`config.mk`:
```
export PLATFORM = sky130hd
export DESIGN_NAME = pw_ctrl
export DESIGN_NICKNAME = d
export VERILOG_FILES = /design/src/rtl/pw_pkg.sv /design/src/rtl/pw_page_buf.sv /design/src/rtl/pw_cycle_timer.sv /design/src/rtl/pw_ctrl.sv
export SDC_FILE = /design/constraint.sdc
export NUM_CORES = 1
export LEC_CHECK = 0
export ABC_AREA = 1
export BUFFER_PORTS_ARGS = -buffer_cell sky130_fd_sc_hd__buf_4
export CAP_MARGIN = 20
export CORE_UTILIZATION = 50
export CTS_CLUSTER_DIAMETER = 40
export DETAILED_ROUTE_END_ITERATION = 10
export PLACE_DENSITY = 0.69
export SYNTH_ARGS = -nofsm -noshare
export SYNTH_HDL_FRONTEND = slang
export SYNTH_HIERARCHICAL = 1
export SYNTH_SLANG_ARGS = --single-unit
```
`constraint.sdc`:
```
create_clock -name clk -period 1.9 [get_ports clk]
set_input_delay 0.475 -clock clk [delete_from_list [all_inputs] [get_ports clk]]
set_output_delay 0.475 -clock clk [all_outputs]
set_load 0.1 [all_outputs]
```
`src/rtl/pw_pkg.sv`:
```
// Shared types for the page-write controller.
package pw_pkg;
    typedef enum logic [2:0] {
        ST_IDLE   = 3'd0,
        ST_RECV   = 3'd1,
        ST_WAIT   = 3'd2,
        ST_COMMIT = 3'd3,
        ST_DONE   = 3'd4
    } pw_state_e;
endpackage

```
`src/rtl/pw_page_buf.sv`:
```
// Page buffer: holds one page of received bytes plus a per-offset valid mask.
// A clear loads the starting offset and empties the mask. Each write stores
// at the offset pointer and advances it by one, wrapping inside the page.
// Assumes PAGE_BYTES is a power of two so the pointer wraps naturally.
module pw_page_buf #(
    parameter int PAGE_BYTES = 32,
    parameter int DATA_W     = 8,
    parameter int OFS_W      = $clog2(PAGE_BYTES)
) (
    input  logic              clk,
    input  logic              rst_n,
    input  logic              clr,
    input  logic [OFS_W-1:0]  start_ofs,
    input  logic              wr_en,
    input  logic [DATA_W-1:0] wr_data,
    input  logic [OFS_W-1:0]  rd_idx,
    output logic [DATA_W-1:0] rd_data,
    output logic              rd_vld,
    output logic              any_vld
);
    logic [PAGE_BYTES-1:0] vmask;
    logic [OFS_W-1:0]      ptr;
    logic [DATA_W-1:0]     slots [PAGE_BYTES];

    // Pointer and valid mask: loaded by clear, advanced by each write.
    always_ff @(posedge clk) begin
        if (!rst_n) begin
            vmask <= '0;
            ptr   <= '0;
        end else if (clr) begin
            vmask <= '0;
            ptr   <= start_ofs;
        end else if (wr_en) begin
            vmask[ptr] <= 1'b1;
            ptr        <= ptr + OFS_W'(1);
        end
    end

    // Data storage: no reset needed, the mask qualifies every slot.
    always_ff @(posedge clk) begin
        if (wr_en && !clr) begin
            slots[ptr] <= wr_data;
        end
    end

    // Read port used by the commit walk.
    always_comb begin
        rd_data = slots[rd_idx];
        rd_vld  = vmask[rd_idx];
        any_vld = |vmask;
    end

    AST_SLOT_MARKED: assert property (@(posedge clk) disable iff (!rst_n)
        (wr_en && !clr) |=> vmask[$past(ptr)]);
    AST_CLEAR_EMPTY: assert property (@(posedge clk) disable iff (!rst_n)
        clr |=> (vmask == '0));
endmodule

```
`src/rtl/pw_cycle_timer.sv`:
```
// Programming delay timer: after a start pulse it runs for exactly LIMIT
// cycles and flags done in the last one. Assumes LIMIT >= 1.
module pw_cycle_timer #(
    parameter int LIMIT = 40,
    parameter int CNT_W = $clog2(LIMIT + 1)
) (
    input  logic clk,
    input  logic rst_n,
    input  logic start,
    output logic done
);
    logic             run;
    logic [CNT_W-1:0] cnt;

    // Counter: cleared on start, counts while running, stops at the limit.
    always_ff @(posedge clk) begin
        if (!rst_n) begin
            run <= 1'b0;
            cnt <= '0;
        end else if (start) begin
            run <= 1'b1;
            cnt <= '0;
        end else if (run) begin
            if (cnt == CNT_W'(LIMIT - 1)) begin
                run <= 1'b0;
            end else begin
                cnt <= cnt + CNT_W'(1);
            end
        end
    end

    // Done flag in the final counted cycle.
    always_comb begin
        done = run && (cnt == CNT_W'(LIMIT - 1));
    end

    AST_TMR_BOUND: assert property (@(posedge clk) disable iff (!rst_n)
        run |-> (cnt < CNT_W'(LIMIT)));
    AST_TMR_STOPS: assert property (@(posedge clk) disable iff (!rst_n)
        (done && !start) |=> !run);
endmodule

```
`src/rtl/pw_ctrl.sv`:
```
// Page-write and self-timed programming controller.
// Collects write data into a page buffer, arms on a legal chip-select rise,
// waits PROG_CYCLES clocks, then commits the received offsets to the array
// (or the masked byte to the status register) and requests a latch clear.
// Assumes single-cycle, mutually exclusive event pulses on the inputs, and
// a power-of-two PAGE_BYTES.
module pw_ctrl #(
    parameter int          ADDR_W      = 12,
    parameter int          PAGE_BYTES  = 32,
    parameter int          PROG_CYCLES = 40,
    parameter logic [7:0]  SR_NV_MASK  = 8'h8C
) (
    input  logic              clk,
    input  logic              rst_n,
    input  logic              cmd_start,
    input  logic              cmd_is_status,
    input  logic [ADDR_W-1:0] cmd_addr,
    input  logic              byte_vld,
    input  logic [7:0]        byte_data,
    input  logic              cs_rise,
    input  logic              cs_at_boundary,
    input  logic              wen_latch,
    input  logic              prot_ok,
    output logic              busy,
    output logic              wel_clr,
    output logic              mem_we,
    output logic [ADDR_W-1:0] mem_addr,
    output logic [7:0]        mem_wdata,
    output logic              sr_we,
    output logic [7:0]        sr_wdata
);
    import pw_pkg::*;

    localparam int OFS_W  = $clog2(PAGE_BYTES);
    localparam int BASE_W = ADDR_W - OFS_W;

    pw_state_e         state;
    logic [BASE_W-1:0] base;
    logic              is_sr;
    logic [7:0]        sr_hold;
    logic              sr_got;
    logic [OFS_W-1:0]  walk;
    logic              buf_clr;
    logic              buf_wr;
    logic [7:0]        rd_data;
    logic              rd_vld;
    logic              any_vld;
    logic              tmr_start;
    logic              tmr_done;
    logic              arm_ok;

    // Buffer control and arming decision.
    always_comb begin
        buf_clr   = (state == ST_IDLE) && cmd_start;
        buf_wr    = (state == ST_RECV) && byte_vld && !is_sr;
        arm_ok    = cs_at_boundary && wen_latch && prot_ok &&
                    (is_sr ? sr_got : any_vld);
        tmr_start = (state == ST_RECV) && cs_rise && arm_ok;
    end

    pw_page_buf #(
        .PAGE_BYTES (PAGE_BYTES),
        .DATA_W     (8),
        .OFS_W      (OFS_W)
    ) u_buf (
        .clk       (clk),
        .rst_n     (rst_n),
        .clr       (buf_clr),
        .start_ofs (cmd_addr[OFS_W-1:0]),
        .wr_en     (buf_wr),
        .wr_data   (byte_data),
        .rd_idx    (walk),
        .rd_data   (rd_data),
        .rd_vld    (rd_vld),
        .any_vld   (any_vld)
    );

    pw_cycle_timer #(
        .LIMIT (PROG_CYCLES)
    ) u_tmr (
        .clk   (clk),
        .rst_n (rst_n),
        .start (tmr_start),
        .done  (tmr_done)
    );

    // Command sequencer: receive, arm, wait, commit, finish.
    always_ff @(posedge clk) begin
        if (!rst_n) begin
            state <= ST_IDLE;
            walk  <= '0;
        end else begin
            case (state)
                ST_IDLE: begin
                    if (cmd_start) state <= ST_RECV;
                end
                ST_RECV: begin
                    if (cs_rise) state <= arm_ok ? ST_WAIT : ST_IDLE;
                end
                ST_WAIT: begin
                    if (tmr_done) begin
                        state <= is_sr ? ST_DONE : ST_COMMIT;
                        walk  <= '0;
                    end
                end
                ST_COMMIT: begin
                    if (walk == OFS_W'(PAGE_BYTES - 1)) state <= ST_DONE;
                    walk <= walk + OFS_W'(1);
                end
                ST_DONE: state <= ST_IDLE;
                default: state <= ST_IDLE;
            endcase
        end
    end

    // Command context: page base, command kind and the status byte.
    always_ff @(posedge clk) begin
        if (!rst_n) begin
            base    <= '0;
            is_sr   <= 1'b0;
            sr_hold <= '0;
            sr_got  <= 1'b0;
        end else if (buf_clr) begin
            base    <= cmd_addr[ADDR_W-1:OFS_W];
            is_sr   <= cmd_is_status;
            sr_got  <= 1'b0;
        end else if ((state == ST_RECV) && byte_vld && is_sr && !sr_got) begin
            sr_hold <= byte_data;
            sr_got  <= 1'b1;
        end
    end

    // Output decode from state registers only.
    always_comb begin
        busy      = (state == ST_WAIT) || (state == ST_COMMIT) || (state == ST_DONE);
        wel_clr   = (state == ST_DONE);
        mem_we    = (state == ST_COMMIT) && rd_vld;
        mem_addr  = {base, walk};
        mem_wdata = rd_data;
        sr_we     = (state == ST_DONE) && is_sr;
        sr_wdata  = sr_hold & SR_NV_MASK;
    end

    AST_ARM_LEGAL: assert property (@(posedge clk) disable iff (!rst_n)
        $rose(busy) |-> $past(cs_rise && cs_at_boundary && wen_latch && prot_ok));
    AST_COMMIT_IN_BUSY: assert property (@(posedge clk) disable iff (!rst_n)
        (mem_we || sr_we) |-> busy);
    AST_PAGE_FIXED: assert property (@(posedge clk) disable iff (!rst_n)
        (mem_we && $past(mem_we)) |-> (mem_addr[ADDR_W-1:OFS_W] == $past(mem_addr[ADDR_W-1:OFS_W])));
    AST_CLR_ENDS: assert property (@(posedge clk) disable iff (!rst_n)
        wel_clr |=> !busy);
    AST_BUSY_HOLDS: assert property (@(posedge clk) disable iff (!rst_n)
        (busy && !wel_clr) |=> busy);
    AST_SR_MASKED: assert property (@(posedge clk) disable iff (!rst_n)
        sr_we |-> ((sr_wdata & ~SR_NV_MASK) == 8'h00));
    AST_NO_FILL_BUSY: assert property (@(posedge clk) disable iff (!rst_n)
        busy |-> !buf_wr);
endmodule

```
==> impl_metrics.toml <==
[die]
ioPinCount = 61
start_util = 0.5088
core_sq_mm = 0.02688
die_w_um = 167.4
rows = 60
die_h_um = 167.4
die-area_sq_mm = 0.02802

[cts]
cts_sinks = 320
cts_buffer_depth = 3
clock_latency_ps = 530
cts_tree = "built"
cts_buffers = 39
root_buffer = "clkbuf_16"
cts_htree_levels = 2
cts.clk_slew.worst_paths_ps = 60

[setup_path]
critical_path_required_ps = 1420
r2r_start = "walk[0]$_SDFFE_PN0P_"
reg2reg_depth = 13
crit_path_end_kind = "primary output"
crit_end = "mem_we"
arrival_ps = 2330
cp-startpoint = "walk[0]$_SDFFE_PN0P_"
worstPathMaxFanout = 9
cp-start-kind = "flop"
r2r_setup_slack_ps = 50
r2r-end = "state[0]$_SDFFE_PN0P_"
path_class = "reg2out"

[cells_and_area]
n_fill_cell = 1888
antenna_cells = 0
syn2layout_area_growth_pct = 32.52
layout.nets = 1572
stdcell_area_sq_mm = 0.01812
drive_above_1_share = 0.2374

[timing]
slew_viol_final = 0
finalHoldViolations = 0
final.setup.tns_ps = -7827
fin_hold_ws_ps = 203.9
fin_crit_sh = 1.479
timing.final.ws_setup_ps = -909.9
fin_worst_skew_ps = 14.01
max_freq_mhz = 355.9
min_period_ps = 2810
rsz0062_at_grt = "yes"
setup_violations = 13

[logic_synthesis]
synth_area_per_cell_sq_um = 9.874
synth_top_area_frac = 0.5621
synth_top_area_cell = "edfxtp_1"
netlist_area_sq_mm = 0.01368
synth_edf_count = 256
synth_seq_cells = 320
synth_cell_types = 35
seq_area_frac_synth = 0.6558
synth.area.top_cells = "edfxtp_1 (56%), nand2_1 (14%), dfxtp_1 (9.4%)"
synth_common_cells = "nand2_1 (507), edfxtp_1 (256), nand3_1 (231), inv_1 (70), nor2_1 (66)"
synth_cells = 1385
synth_most_common_cell = "nand2_1"
async_reset_ff_frac = 0
yosys_most_used_dff = "edfxtp_1"
yosysWarnings = 6

[global_route]
grt_pass1_wl_um = 56780
grt_use_total = 0.2658
grt_pass1_vias = 10390
antenna_found_initial = 0
grt_overflow = 0
grt_max_degree = 40

[placed_design]
io_buffers = 55
pre_cts_ws_ps = -407.1
dp_hpwl_um = 21700
placedInstanceArea_sq_mm = 0.01571
gp_congestion = 0.8317

[route]
wire_per_inst_um = 19.86
drc = 0
drt-total-wl_um = 37890
ant_nets = 0
drt_pass1_iterations = 5
via_per_inst = 5.623
vias = 10728
drt-initial-drc-count = 1202

[power]
peakVddDrop_mv = 0.7596
leakagePower_nw = 6.970
powerDensity_mw_per_mm2 = 910.6

[status]
violations = "setup timing"
status = "complete, but fails checks"

[min_path]
hold_path_class = "in2reg"

[job]
max-cap-violations = 0
==> timing repair <==
action,4_1_cts,5_1_grt
gates resized for setup,92,52
cloned,5,4
endpoints found under the setup margin,20,312
setup buffers,14,11
pin swaps,10,25
hold buffers,0,0
==> report_power, final <==
part           switching [mW]  internal [mW]  total, mW
combinational           0.675          0.327       1.00
sequential             0.0392           7.60       7.64
clock                    3.00           4.86       7.86
total                    3.72           12.8       16.5
==> sequential cells by signal, summed over array words and instances, names as in the netlist <==
name	flops
u_buf/slots	256
u_buf/ptr	5
sr_got	1
u_tmr/cnt	6
state	3
is_sr	1
u_tmr/run	1
sr_hold	3
base	7
u_buf/vmask	32
walk	5
==> kinds of logic (layout without fill, tap and decap cells) <==
| kind of cell | after synthesis | in the layout | share of synthesized area |
|---|---|---|---|
| xor gates and xnor gates | 1 | 1 | 0.0006406 |
| buffers and inverters | 153 | 331 | 0.05334 |
| AOI/OAI and AO/OA | 70 | 70 | 0.02617 |
| adders and majority gates | 7 | 7 | 0.006404 |
| other | 1 | 5 | 0.0002742 |
| DFF | 320 | 320 | 0.6558 |
| and+or+nand+nor | 833 | 833 | 0.2574 |
==> layout by cell type (no fill, tap or decap), types with 6 or more instances in the layout <==
| master | Yosys | final |
|---|---|---|
| edfxtp_1 | 256 | 256 |
| buf_6 | 10 | 9 |
| nand3_1 | 231 | 221 |
| inv_1 | 70 | 65 |
| ha_1 | 7 | 6 |
| inv_6 | 0 | 8 |
| nand3_2 | 0 | 9 |
| nand2_8 | 0 | 8 |
| bufinv_16 | 0 | 6 |
| nor2_1 | 66 | 30 |
| o21ai_0 | 11 | 11 |
| inv_2 | 2 | 6 |
| dfxtp_1 | 64 | 55 |
| clkinv_2 | 1 | 6 |
| nand2_1 | 507 | 464 |
| buf_4 | 8 | 95 |
| a21oi_1 | 53 | 52 |
| nand2_4 | 1 | 7 |
| buf_12 | 0 | 65 |
| nor2_4 | 1 | 36 |
| nand4_1 | 11 | 11 |
| nand2_2 | 3 | 32 |
| clkbuf_16 | 0 | 43 |
==> per-layer routing <==
layer	part of all wire	vias to the layer above	wire, um	track usage
met4	0.032	0	1222	0.1205
met3	0.097	98	3671	0.06098
met1	0.39	5071	14870	0.3442
met5	0	-	0	0
li1	-	4971	-	-
met2	0.48	588	18120	0.4275
==> stage by stage <==
stage / util / cells / power, mW
finish: 0.6743 / 1908 / 16.50
global route: 0.6743 / 1908 / 16.93
CTS: 0.6600 / 1894 / 16.43
detailed placement: 0.5845 / 1803 / 8.585
global placement: 0.5845 / 1803 / 8.570
floorplan: - / 1389 / 8.278
==> worst max-delay path: stages, from the launching register on <==
cell,delay (ps)
dfxtp_4,390
inv_8,150
buf_12,160
nand2_1,70
nand3_2,90
nand3_2,90
nand2_1,80
nand2_1,70
nand2_1,110
nand2_2,70
nand2_2,80
nor3b_4,220
buf_12,200
==> worst min path at each step <==
stage,start,end,slack (ps),cells past startpoint
2_1_floorplan,u_tmr/cnt[4]$_SDFFE_PP0P_,u_tmr/cnt[4]$_SDFFE_PP0P_,450,1
3_3_place_gp,base[6]$_SDFFE_PN0P_,base[6]$_SDFFE_PN0P_,450,2
3_5_place_dp,base[0]$_SDFFE_PN0P_,base[0]$_SDFFE_PN0P_,460,2
4_1_cts,cmd_addr[6],base[1]$_SDFFE_PN0P_,190,3
5_1_grt,cmd_addr[5],base[0]$_SDFFE_PN0P_,200,3
6_report,cmd_addr[6],base[1]$_SDFFE_PN0P_,200,3
==> cell type report <==
type	count	area [sq um]	share of cell area
timing repair buffer	181	2424	0.1337
sequential	320	8990	0.4961
tap	341	426.7	0.02354
inverter	78	306.5	0.01692
multi-input combinational	916	4587	0.2531
clock buffer	46	1054	0.05813
clock inverter	26	335.3	0.01850
Power figures use the tool's default switching activity.
